<file path="src/rtl/irq_vc_pkg.sv">
package irq_vc_pkg;

   typedef enum logic {
      EDGE_RISE = 1'b0,
      EDGE_FALL = 1'b1
   } edge_pol_e;

endpackage

</file>
<file path="src/rtl/irq_edge_cap.sv">
module irq_edge_cap #(
   parameter int unsigned           SYNC_STAGES = 2,
   parameter irq_vc_pkg::edge_pol_e POL         = irq_vc_pkg::EDGE_RISE
) (
   input  logic clk,
   input  logic rst_n,
   input  logic pin_i,
   output logic evt_o
);
   localparam logic IDLE_LVL = (POL == irq_vc_pkg::EDGE_FALL);

   if (SYNC_STAGES < 2) begin : g_err_sync
      $error("irq_edge_cap: SYNC_STAGES must be at least 2");
   end

   // chain[SYNC_STAGES-1] is the synchronised level, chain[SYNC_STAGES] its delayed copy
   logic [SYNC_STAGES:0] chain;

   always_ff @(posedge clk or negedge rst_n) begin
      if (!rst_n) chain <= {(SYNC_STAGES+1){IDLE_LVL}};
      else        chain <= {chain[SYNC_STAGES-1:0], pin_i};
   end

   if (POL == irq_vc_pkg::EDGE_RISE) begin : g_rise
      assign evt_o = chain[SYNC_STAGES-1] & ~chain[SYNC_STAGES];
   end else begin : g_fall
      assign evt_o = ~chain[SYNC_STAGES-1] & chain[SYNC_STAGES];
   end

   // one edge yields one event
   a_r5_single_event: assert property (@(posedge clk) disable iff (!rst_n)
      evt_o |=> !evt_o);

endmodule

</file>
<file path="src/rtl/irq_pend_bank.sv">
module irq_pend_bank #(
   parameter int unsigned N = 6
) (
   input  logic         clk,
   input  logic         rst_n,
   input  logic [N-1:0] set_i,
   input  logic [N-1:0] clr_i,
   output logic [N-1:0] pend_o
);
   if (N < 1) begin : g_err_n
      $error("irq_pend_bank: N must be at least 1");
   end

   // a fresh request beats a clear of the same flag
   always_ff @(posedge clk or negedge rst_n) begin
      if (!rst_n) pend_o <= '0;
      else        pend_o <= (pend_o & ~clr_i) | set_i;
   end

   // at most one flag cleared per cycle
   a_r6_clear_onehot: assert property (@(posedge clk) disable iff (!rst_n)
      $onehot0(clr_i));

endmodule

</file>
<file path="src/rtl/irq_fixed_pick.sv">
module irq_fixed_pick #(
   parameter int unsigned N     = 7,
   parameter int unsigned IDX_W = $clog2(N)
) (
   input  logic [N-1:0]     req_i,
   output logic             any_o,
   output logic [IDX_W-1:0] idx_o
);
   if (N < 2) begin : g_err_n
      $error("irq_fixed_pick: N must be at least 2");
   end

   // lowest index wins: scan from the top so the last hit is the lowest
   always_comb begin
      idx_o = '0;
      for (int i = N - 1; i >= 0; i--) begin
         if (req_i[i]) idx_o = IDX_W'(i);
      end
   end

   assign any_o = |req_i;

   // the chosen index is itself requesting
   a_r4_pick_live: assert final (!any_o || req_i[idx_o]);

endmodule

</file>
<file path="src/rtl/irq_vector_ctrl.sv">
module irq_vector_ctrl #(
   parameter int unsigned           N_EXT       = 2,
   parameter int unsigned           N_PER       = 4,
   parameter int unsigned           VEC_STRIDE  = 2,
   parameter int unsigned           ADDR_W      = 4,
   parameter int unsigned           SYNC_STAGES = 2,
   parameter irq_vc_pkg::edge_pol_e EXT_POL     = irq_vc_pkg::EDGE_RISE,
   localparam int unsigned          N_SRC       = N_EXT + N_PER,
   localparam int unsigned          N_VEC       = N_SRC + 1,
   localparam int unsigned          IDX_W       = $clog2(N_VEC)
) (
   input  logic              clk,
   input  logic              rst_n,
   input  logic [N_EXT-1:0]  ext_irq_i,
   input  logic [N_PER-1:0]  per_irq_i,
   input  logic [N_SRC-1:0]  irq_en_i,
   input  logic              ack_i,
   input  logic              reti_i,
   output logic              vec_valid_o,
   output logic [ADDR_W-1:0] vec_addr_o,
   output logic [IDX_W-1:0]  vec_num_o
);
   localparam int unsigned TOP_ADDR = (N_VEC - 1) * VEC_STRIDE;

   if (N_EXT < 1) begin : g_err_ext
      $error("irq_vector_ctrl: N_EXT must be at least 1");
   end
   if (N_PER < 1) begin : g_err_per
      $error("irq_vector_ctrl: N_PER must be at least 1");
   end
   if (VEC_STRIDE < 1) begin : g_err_stride
      $error("irq_vector_ctrl: VEC_STRIDE must be at least 1");
   end
   if (TOP_ADDR >= (1 << ADDR_W)) begin : g_err_addr
      $error("irq_vector_ctrl: ADDR_W too narrow for the vector table");
   end

   logic [N_EXT-1:0] ext_evt;
   logic [N_SRC-1:0] src_set, src_clr, src_pend;
   logic [N_VEC-1:0] elig;
   logic             pick_any;
   logic [IDX_W-1:0] pick_idx;
   logic             valid_q, ie_q, boot_q;
   logic [IDX_W-1:0] idx_q;
   logic             take;

   // external pins: synchronise then detect edge
   for (genvar k = 0; k < N_EXT; k++) begin : g_ext
      irq_edge_cap #(
         .SYNC_STAGES (SYNC_STAGES),
         .POL         (EXT_POL)
      ) i_cap (
         .clk   (clk),
         .rst_n (rst_n),
         .pin_i (ext_irq_i[k]),
         .evt_o (ext_evt[k])
      );
   end

   assign src_set = {per_irq_i, ext_evt};
   assign take    = ack_i && valid_q;

   for (genvar i = 0; i < N_SRC; i++) begin : g_clr
      assign src_clr[i] = take && (idx_q == IDX_W'(i + 1));
   end

   irq_pend_bank #(.N(N_SRC)) i_pend (
      .clk    (clk),
      .rst_n  (rst_n),
      .set_i  (src_set),
      .clr_i  (src_clr),
      .pend_o (src_pend)
   );

   // vector 0 (boot) ignores mask and global enable
   assign elig = {src_pend & irq_en_i & {N_SRC{ie_q}}, boot_q};

   irq_fixed_pick #(.N(N_VEC), .IDX_W(IDX_W)) i_pick (
      .req_i (elig),
      .any_o (pick_any),
      .idx_o (pick_idx)
   );

   always_ff @(posedge clk or negedge rst_n) begin
      if (!rst_n) begin
         valid_q <= 1'b1;
         idx_q   <= '0;
         ie_q    <= 1'b0;
         boot_q  <= 1'b1;
      end else if (take) begin
         valid_q <= 1'b0;
         ie_q    <= (idx_q == '0);
         if (idx_q == '0) boot_q <= 1'b0;
      end else begin
         if (reti_i) ie_q <= 1'b1;
         if (!valid_q) begin
            if (pick_any) begin
               valid_q <= 1'b1;
               idx_q   <= pick_idx;
            end
         end else if (pick_any && (pick_idx < idx_q)) begin
            idx_q <= pick_idx;
         end
      end
   end

   assign vec_valid_o = valid_q;
   assign vec_num_o   = idx_q;
   assign vec_addr_o  = ADDR_W'(32'(idx_q) * VEC_STRIDE);

   // ---------------- assertions ----------------
   logic [N_VEC-1:0] en_full_d;
   always_ff @(posedge clk or negedge rst_n) begin
      if (!rst_n) en_full_d <= '1;
      else        en_full_d <= {irq_en_i, 1'b1};
   end

   a_r8_hold_valid: assert property (@(posedge clk) disable iff (!rst_n)
      (vec_valid_o && !ack_i) |=> vec_valid_o);

   a_r8_no_demote: assert property (@(posedge clk) disable iff (!rst_n)
      (vec_valid_o && !ack_i) |=> (vec_num_o <= $past(vec_num_o)));

   a_r6_ack_drops: assert property (@(posedge clk) disable iff (!rst_n)
      (vec_valid_o && ack_i) |=> !vec_valid_o);

   a_r6_blocked: assert property (@(posedge clk) disable iff (!rst_n)
      (!ie_q && !boot_q && !vec_valid_o) |=> !vec_valid_o);

   a_r3_masked: assert property (@(posedge clk) disable iff (!rst_n)
      ($rose(vec_valid_o) && vec_num_o != '0) |-> en_full_d[vec_num_o]);

   a_r1_boot_first: assert property (@(posedge clk) disable iff (!rst_n)
      boot_q |-> (vec_valid_o && vec_num_o == '0));

   for (genvar i = 0; i < N_SRC; i++) begin : g_chk_latch
      a_r5_latch: assert property (@(posedge clk) disable iff (!rst_n)
         src_set[i] |=> src_pend[i]);
   end

endmodule

</file>
<file path="config.mk">
export PLATFORM = sky130hd
export DESIGN_NAME = irq_vector_ctrl
export DESIGN_NICKNAME = d
export VERILOG_FILES = /design/src/rtl/irq_vc_pkg.sv /design/src/rtl/irq_edge_cap.sv /design/src/rtl/irq_pend_bank.sv /design/src/rtl/irq_fixed_pick.sv /design/src/rtl/irq_vector_ctrl.sv
export SDC_FILE = /design/constraint.sdc
export NUM_CORES = 1
export LEC_CHECK = 0
export BUFFER_PORTS_ARGS = -buffer_cell sky130_fd_sc_hd__buf_4
export CORE_MARGIN = 2
export CORE_UTILIZATION = 53
export CTS_BUF_LIST = sky130_fd_sc_hd__clkbuf_8
export DETAILED_ROUTE_END_ITERATION = 10
export PLACE_DENSITY = 0.8
export SYNTH_ARGS = -nofsm -noshare
export SYNTH_HDL_FRONTEND = slang
export SYNTH_SLANG_ARGS = --single-unit
export TNS_END_PERCENT = 50
</file>
<file path="constraint.sdc">
create_clock -name clk -period 2.98 [get_ports clk]
set_input_delay 0.596 -clock clk [delete_from_list [all_inputs] [get_ports clk]]
set_output_delay 0.596 -clock clk [all_outputs]
set_load 0.01 [all_outputs]
</file>
==> reports/metrics.csv, run 1 <==
metric;value;unit
gr-usage-all-layers;21.2;%
synth_top_family_by_area;compound AO/OA/AOI/OAI gates;
avgSynthCellArea;11.2;sq um
cap_violations;0;
pin_count;24;
synthArstFlopShare;100;%
clock-skew-final;0.00534;ns
synthAdderAreaFrac;2.75;%
drive_gt1_share;36.9;%
fin_nets;122;
end_kind;flop;
status;completed;
synth.net_count;99;
worstPathArrival;2.50;ns
clk_latency;0.26;ns
synth_edf_count;0;
wl;1690;um
hold_class;primary input to async pin;
cp_slowest_cell;mux2_1;
min_period;2.37;ns
max_freq;423;MHz
initial_core_util;58.4;%
ys.flop_type;dfrtp_1;
drc_errors;0;
wire_per_inst;14.2;um
synth_common_cells;16 x dfrtp_1, 7 x inv_1, 7 x nand2_1, 7 x o21ai_0;
place_ws;0.334;ns
dpl.hpwl;1340;um
area_growth;23.1;%
grt_pass1_wl;2960;um
drt-vias-per-instance;5.58;
synth_most_common_cell;dfrtp_1;
syn_area;911;sq um
ys_top_cells_by_area;dfrtp_1 44%, dfstp_2 5.8%, a31oi_4 4.7%;
synth_compound_area_share;25.0;%
period_share;79.4;%
rsz0062_at_grt;no;
die_h;45.5;um
powerDensity;929;nW/um^2
dpl.cell_count;115;
vias;664;
first_global_vias;683;
numPortBuffers;22;
cts_resized;0;
clkTransAtPathRegs;0.07;ns
drtPass1Iterations;4;
setup_viol;0;
cp_slowest_stage_delay;0.34;ns
grt_max_degree;19;
critPathKind;primary input to flop;
root_buffer;clkbuf_8;
cts_tree;built;
synth_simple_gate_area_share;11.8;%
ys_seq_area_share;49.7;%
cts.sinks;18;
fin_ws;0.614;ns
max-clock-path-buffers;2;
ys_ff_latch;18;
cts_buffers;3;
yosysTopAreaCell;dfrtp_1;
vdd_drop_max;0.000496;V
synthMuxAreaShare;4.12;%
finalHoldViolations;0;
leakage;0.000504;uW
setup-tns-final;0;ns
drt_iter0_drc;9;
path_max_fanout;3;
fp.dieArea;2070;sq um
gr-total-overflow;0;
gp_congestion;0.836;
diodes;0;
crit_chain;buf_4 > a22oi_1 > o21ai_1 > o21ba_2 > ha_1 > a211oi_4 > o21ai_2 > a31oi_4 > mux2_1;
num_rows;14;
core;1560;sq um
synth_top_area_share;44.0;%
synth_warnings;0;
cts_setup_buffers;0;
synth.distinct_cells;33;
report.final.slew_viol_count;0;
cp-start-kind;primary input;
hold_buffers;0;
die_w;45.5;um
cp_data_required_time;3.12;ns
synth_cells;81;
fin_cells;119;
antenna_left;0;
synth_xor_area_share;0;%
cts_max_level;1;
antenna_found_initial;0;
==> report_power, final <==
part / switching [uW] / internal, uW / leakage [uW]
combinational: 229 / 233 / 0.000281
clock: 82.7 / 117 / 0.0000288
sequential: 77.3 / 302 / 0.000195
==> logic make-up after synthesis <==
logic type               Yosys count
other                              1
AO/OA/AOI/OAI                     25
flip-flops                        18
AND/OR/NAND/NOR                   21
adder cells (fa/ha/maj)            2
multiplexers                       3
buffers and inverters             11
==> flip-flops by register name, summed over array words and instances, names as in the netlist <==
register	count
vec_valid_o	1
ie_q	1
vec_num_o	3
boot_q	1
i_pend.pend_o	6
g_ext.i_cap.chain	6
==> critical path, delay by kind of cell <==
| kind | cells | cell delay [ns] |
|---|---|---|
| adders and majority gates | 1 | 0.26 |
| AOI/OAI and AO/OA | 6 | 1.20 |
| muxes | 1 | 0.34 |
| buffers and inverters | 1 | 0.11 |
==> area by class of cell <==
type / count / area (sq um)
clock buffers: 4 / 55.1
well taps: 16 / 20.0
fillers: 129 / 438
repair buffers: 22 / 165
inverters: 7 / 26.3
multi-input cells: 52 / 402
flip-flops and latches: 18 / 453
==> final timing paths <==
check / cells after the start / startpoint / slack (ns) / endpoint
worst max-delay path: 9 / irq_en_i[1] / 0.61 / vec_num_o[2]
worst min-delay path: 1 / rst_n / 0.19 / i_pend.pend_o[1]
worst max register to register: 8 / boot_q / 0.63 / vec_num_o[2]
worst min register to register: 0 / g_ext[0].i_cap.chain[0] / 0.36 / g_ext[0].i_cap.chain[1]
max in group asynchronous: 1 / rst_n / 2.52 / boot_q
min in group clk: 0 / g_ext[0].i_cap.chain[0] / 0.36 / g_ext[0].i_cap.chain[1]
==> metrics by stage <==
stage / area [sq um] / hold WS [ns] / util [%] / power [uW]
finish: 1120 / 0.192 / 71.9 / 1040
floorplan: 911 / 0.300 / - / 727
global route: 1120 / 0.202 / 71.9 / 1120
CTS: 1120 / 0.198 / 71.9 / 1050
global placement: 1070 / 0.334 / 68.4 / 838
detailed placement: 1070 / 0.345 / 68.4 / 853
==> cell usage in the layout (no fill, tap or decap) <==
| cell type | synthesis | final |
|---|---|---|
| nand2b_1 | 4 | 4 |
| o31ai_1 | 3 | 3 |
| nand2_1 | 7 | 7 |
| o21ai_0 | 7 | 7 |
| a21boi_0 | 1 | 1 |
| a211oi_4 | 1 | 1 |
| inv_1 | 7 | 7 |
| a21o_1 | 1 | 1 |
| mux2_1 | 2 | 2 |
| a22o_1 | 1 | 1 |
| o21ai_2 | 1 | 1 |
| and2_1 | 1 | 1 |
| mux2_4 | 1 | 1 |
| o21a_1 | 1 | 1 |
| dfrtp_1 | 16 | 16 |
| clkbuf_8 | 0 | 4 |
| o31ai_4 | 1 | 1 |
| a31o_2 | 1 | 1 |
| conb_1 | 1 | 1 |
| a31oi_4 | 2 | 2 |
| nand3_1 | 2 | 2 |
| a22oi_1 | 1 | 1 |
| nor2_1 | 3 | 3 |
| nor2b_1 | 1 | 1 |
| ha_1 | 2 | 2 |
| o21ba_2 | 1 | 1 |
| nor3_1 | 1 | 1 |
| buf_4 | 4 | 22 |
| a31oi_1 | 1 | 1 |
| and3_1 | 1 | 1 |
| nand2_4 | 1 | 1 |
| dfstp_2 | 2 | 2 |
| o21ai_1 | 1 | 1 |
| a21oi_2 | 1 | 1 |
==> layer usage <==
metal / vias up / routed length, um / global-route usage (%) / part of all wire [%]
met2: 21 / 827 / 33.8 / 49
li1: 322 / - / - / -
met5: - / 0 / 0 / 0
met4: 0 / 33 / 11.8 / 2.0
met1: 316 / 743 / 26.3 / 44
met3: 5 / 87 / 4.76 / 5.1
(Power assumes the default switching activity.)
==> inputs of run 2 (changes only) <==
Settings changed: CORE_UTILIZATION 53 to 48, PLACE_DENSITY 0.8 to 0.77.
Clock period 2.98 ns to 2.1 ns, I/O delays scaled along.
==> run 2 against run 1 <==
Effect of this change: the run now ends with negative setup slack left; critical endpoint is now vec_num_o[0]; total power is 66% higher; utilization is 1.4 points higher; critical path depth stayed put; clock power is 41% higher; highest routed layer unchanged; combinational power up 100%; wire length up 20%; setup slack worse by 0.74 ns; clock-buffer cell count unchanged; clock skew shrank 0.0040 ns.
==> reports/metrics.csv, run 2 (synthesized netlist as in run 1, its figures left out) <==
metric;value;unit
wl;2020;um
period_share;106;%
drt-vias-per-instance;5.01;
timing.rr.start;ie_q;
vias;722;
violations;negative setup slack;
initial_core_util;51.6;%
gp_congestion;0.854;
power;1730;uW
status;finished, violations left;
die_w;47.6;um
layout_commonest_cell;buf_4;
cp-start-kind;flop;
worstPathArrival;2.37;ns
max_freq;448;MHz
num_rows;15;
vdd_drop_max;0.000799;V
clock-skew-final;0.00130;ns
min_period;2.23;ns
gr-total-overflow;0;
crit_buf_inv;0;
antenna_found_initial;0;
nFillCells;145;
place_ws;-0.344;ns
powerDensity;1340;nW/um^2
path_max_fanout;4;
die_h;47.6;um
drive_gt1_share;52.9;%
end_kind;flop;
critPathKind;flop to flop;
pin_count;24;
drt_iter0_drc;15;
report.final.slew_viol_count;0;
diodes;0;
clkTransAtPathRegs;0.07;ns
finalHoldViolations;0;
fin_nets;138;
max-clock-path-buffers;2;
numPortBuffers;22;
area_growth;42.0;%
wire_per_inst;14.0;um
cts.sinks;18;
cp_top_family;compound AO/OA/AOI/OAI gates;
grt_max_degree;19;
antenna_left;0;
root_buffer;clkbuf_8;
cts_max_level;1;
cts_buffers;3;
core;1760;sq um
setup_viol;3;
cp_slowest_cell;dfrtp_2;
reg_top3;g_ext.i_cap.chain (6), i_pend.pend_o (6), vec_num_o (3);
cp_data_required_time;2.24;ns
crit_start;ie_q;
cts_tree;built;
drtPass1Iterations;4;
dpl.hpwl;1530;um
dpl.cell_count;138;
grt_pass1_wl;3350;um
fin_cells;144;
cap_violations;0;
fp.dieArea;2260;sq um
fin_ws;-0.130;ns
first_global_vias;765;
clk_latency;0.26;ns
gr-usage-all-layers;22.3;%
rsz0062_at_grt;yes;
cp_slowest_stage_delay;0.44;ns
hold_class;primary input to async pin;
leakage;0.000586;uW
layout_common_cells;38 x buf_4, 15 x dfrtp_1, 7 x nand2_1;
crit_chain;and3_4 > nor2b_1 > o21a_1 > ha_1 > a21boi_1 > o21ai_1 > nand2b_1 > a31oi_4 > mux2_4;
drc_errors;0;
run 2: layout make-up:
| class | instances | area (sq um) | area share, % |
|---|---|---|---|
| timing repair buffer | 38 | 285 | 22.1 |
| sequential | 18 | 454 | 35.1 |
| tap | 25 | 31.3 | 2.42 |
| inverter | 7 | 26.3 | 2.03 |
| clock buffer | 4 | 55.1 | 4.26 |
| multi-input combinational | 52 | 442 | 34.1 |
run 2: worst paths after layout:
path / slack [ns] / to / depth (start not counted)
min reg2reg: 0.35 / g_ext[1].i_cap.chain[1] / 0
max reg2reg: -0.13 / vec_num_o[0] / 9
min in group clk: 0.27 / g_ext[0].i_cap.chain[0] / 1
max: -0.13 / vec_num_o[0] / 9
max in group asynchronous: 1.82 / boot_q / 1
min: 0.02 / i_pend.pend_o[1] / 1
run 2: timing repair:
| action | 4_1_cts | 5_1_grt |
|---|---|---|
| hold buffers | 0 | 0 |
| buffers inserted | 2 | 0 |
| pin swaps | 3 | 0 |
| endpoints found under the setup margin | 3 | 3 |
| resized for setup | 4 | 1 |
run 2: where the power goes:
group	total, uW	internal (uW)	leakage [uW]	switching (uW)
logic	933	506	0.000363	428
clock network	282	167	0.0000288	115
registers	516	430	0.000194	86.2
total	1730	1100	0.000586	629
run 2: worst reg2reg max path: stages (launching register included):
cell and delay, ns:
dfrtp_2 0.44, and3_4 0.18, nor2b_1 0.12, o21a_1 0.18, ha_1 0.27, a21boi_1 0.13, o21ai_1 0.16, nand2b_1 0.11
a31oi_4 0.21, mux2_4 0.32
run 2: per-stage QoR:
| step | hold slack [ns] | utilization [%] | setup TNS [ns] | area, sq um |
|---|---|---|---|---|
| floorplan | 0.124 | - | -0.233 | 946 |
| global placement | 0.298 | 69.0 | -0.710 | 1220 |
| detailed placement | 0.301 | 69.0 | -1.02 | 1220 |
| CTS | 0.0196 | 73.3 | -0.449 | 1290 |
| global route | 0.0266 | 73.3 | -0.599 | 1290 |
| finish | 0.0224 | 73.3 | -0.388 | 1290 |
run 2: per-layer routing:
metal	GRT usage, %	wire length (um)	up-vias
li1	-	-	350
met1	27.0	852	346
met2	38.1	1020	21
met3	6.04	118	5
met4	8.11	33	0
met5	0	0	-
==> inputs of run 3 (changes only) <==
Settings changed: CELL_PAD_IN_SITES_DETAIL_PLACEMENT set to 0, CELL_PAD_IN_SITES_GLOBAL_PLACEMENT set to 1, CORE_UTILIZATION 48 to 37, PLACE_DENSITY 0.77 to unset, PLACE_DENSITY_LB_ADDON set to 0.1.
==> run 3 against run 2 <==
Effect of this change: the flow still finishes with violations (negative setup slack); maximum frequency down 5.4%; global-route usage down 6.2 points; clock skew up 0.0051 ns; non-clock buffer count up 2; first-iteration DRC count down 67%; cell area up 2.5%; clock-buffer cell count unchanged; critical endpoint is now vec_num_o[1]; largest cell class is now multi-input gates; largest power group unchanged.
==> reports/metrics.csv, run 3 (synthesized netlist as in run 1, its figures left out) <==
metric;value;unit
fin_ws;-0.257;ns
vias;714;
antenna_found_initial;0;
fin_nets;140;
clock-skew-final;0.00644;ns
status;finished, violations left;
grt_pass1_wl;3180;um
cp-start-kind;flop;
die_h;53.6;um
die_w;53.6;um
wl;1980;um
period_share;112;%
hold_buffers;0;
max_freq;424;MHz
utilization;58.3;%
critPathKind;flop to flop;
path_max_fanout;4;
finalHoldViolations;0;
num_rows;17;
diodes;0;
layout_commonest_cell;buf_4;
cts_buffers;3;
dpl.hpwl;1480;um
fin_cells;149;
drtPass1Iterations;2;
area_growth;45.6;%
fin_area;1330;sq um
worstPathArrival;2.50;ns
cap_violations;0;
cts_tree;built;
gr-usage-all-layers;16.1;%
drive_gt1_share;52.9;%
core;2280;sq um
gr-total-overflow;0;
dpl.cell_count;142;
reg_top3;g_ext.i_cap.chain (6), i_pend.pend_o (6), vec_num_o (3);
setup_viol;3;
drt-vias-per-instance;4.79;
setup-tns-final;-0.771;ns
gp_congestion;0.758;
cts.sinks;18;
cp_data_required_time;2.24;ns
pin_count;24;
wire_per_inst;13.3;um
leakage;0.000600;uW
end_kind;flop;
fp.dieArea;2870;sq um
numPortBuffers;22;
cts_max_level;1;
dpl_cell_area;1230;sq um
initial_core_util;40.0;%
clkTransAtPathRegs;0.07;ns
powerDensity;1330;nW/um^2
root_buffer;clkbuf_8;
drc_errors;0;
grt_max_degree;19;
layout_common_cells;40 x buf_4, 16 x dfrtp_1, 7 x nand2_1;
drt_iter0_drc;5;
violations;negative setup slack;
max-clock-path-buffers;2;
hold_class;primary input to async pin;
rsz0062_at_grt;yes;
report.final.slew_viol_count;0;
clk_latency;0.25;ns
vdd_drop_max;0.000637;V
antenna_left;0;
first_global_vias;703;
min_period;2.36;ns
run 3: changes by cell type in the layout (fill, tap and decap cells not counted), sizes merged:
cell	change
buf	+2
run 3: timing repair:
| action | CTS | global route |
|---|---|---|
| setup endpoints to repair | 3 | 3 |
| cloned | 0 | 0 |
| setup buffers | 0 | 3 |
| pin swaps | 1 | 3 |
| gates resized for setup | 1 | 3 |
run 3: area by class of cell:
cell class | instances | area [sq um]
Fill cell | 205 | 950
Sequential cell | 18 | 453
Clock buffer | 4 | 55.1
Timing Repair Buffer | 40 | 300
Inverter | 7 | 26.3
Multi-Input combinational cell | 52 | 457
Tap cell | 28 | 35.0
run 3: path summary, 6_finish.rpt:
check                                             start                 endpoint  slack (ns)  depth (start not counted)
worst max-delay path                               ie_q             vec_num_o[1]       -0.26                         10
max in group asynchronous                         rst_n                   boot_q        1.82                          1
worst min register to register  g_ext[1].i_cap.chain[0]  g_ext[1].i_cap.chain[1]        0.35                          0
min in group clk                           ext_irq_i[0]  g_ext[0].i_cap.chain[0]        0.28                          1
worst min-delay path                              rst_n                     ie_q        0.03                          1
worst max register to register                     ie_q             vec_num_o[1]       -0.26                         10
run 3: where the power goes:
part | internal [uW] | total (uW) | switching (uW)
Combinational | 532 | 977 | 446
Sequential | 428 | 508 | 79.6
Clock | 166 | 274 | 108
Total | 1130 | 1760 | 633
run 3: metrics by stage:
stage	worst slack (ns)	power (uW)	hold slack, ns
after global routing	-0.338	1880	0.0325
after detailed placement	-0.305	1420	0.301
after CTS	-0.191	1730	0.0299
final	-0.257	1760	0.0275
after floorplan	-0.0777	1120	0.124
after global placement	-0.258	1420	0.303
run 3: per-layer routing:
| layer | wire (um) | part of all wire (%) | vias up | GRT usage (%) |
|---|---|---|---|---|
| met1 | 906 | 46 | 336 | 20.1 |
| met2 | 957 | 48 | 19 | 26.7 |
| li1 | - | - | 357 | - |
| met5 | 0 | 0 | - | 0 |
| met4 | 14 | 0.71 | 0 | 6.41 |
| met3 | 96 | 4.9 | 2 | 4.17 |
run 3: critical path, cell delays in order, from the launching register on:
cell and delay, ns:
dfrtp_1 0.43, buf_4 0.16, a31oi_4 0.14, buf_4 0.13, o21a_1 0.15, ha_1 0.24, a21boi_0 0.13, o21ai_1 0.18
nand2b_1 0.11, a31oi_4 0.26, mux2_4 0.32
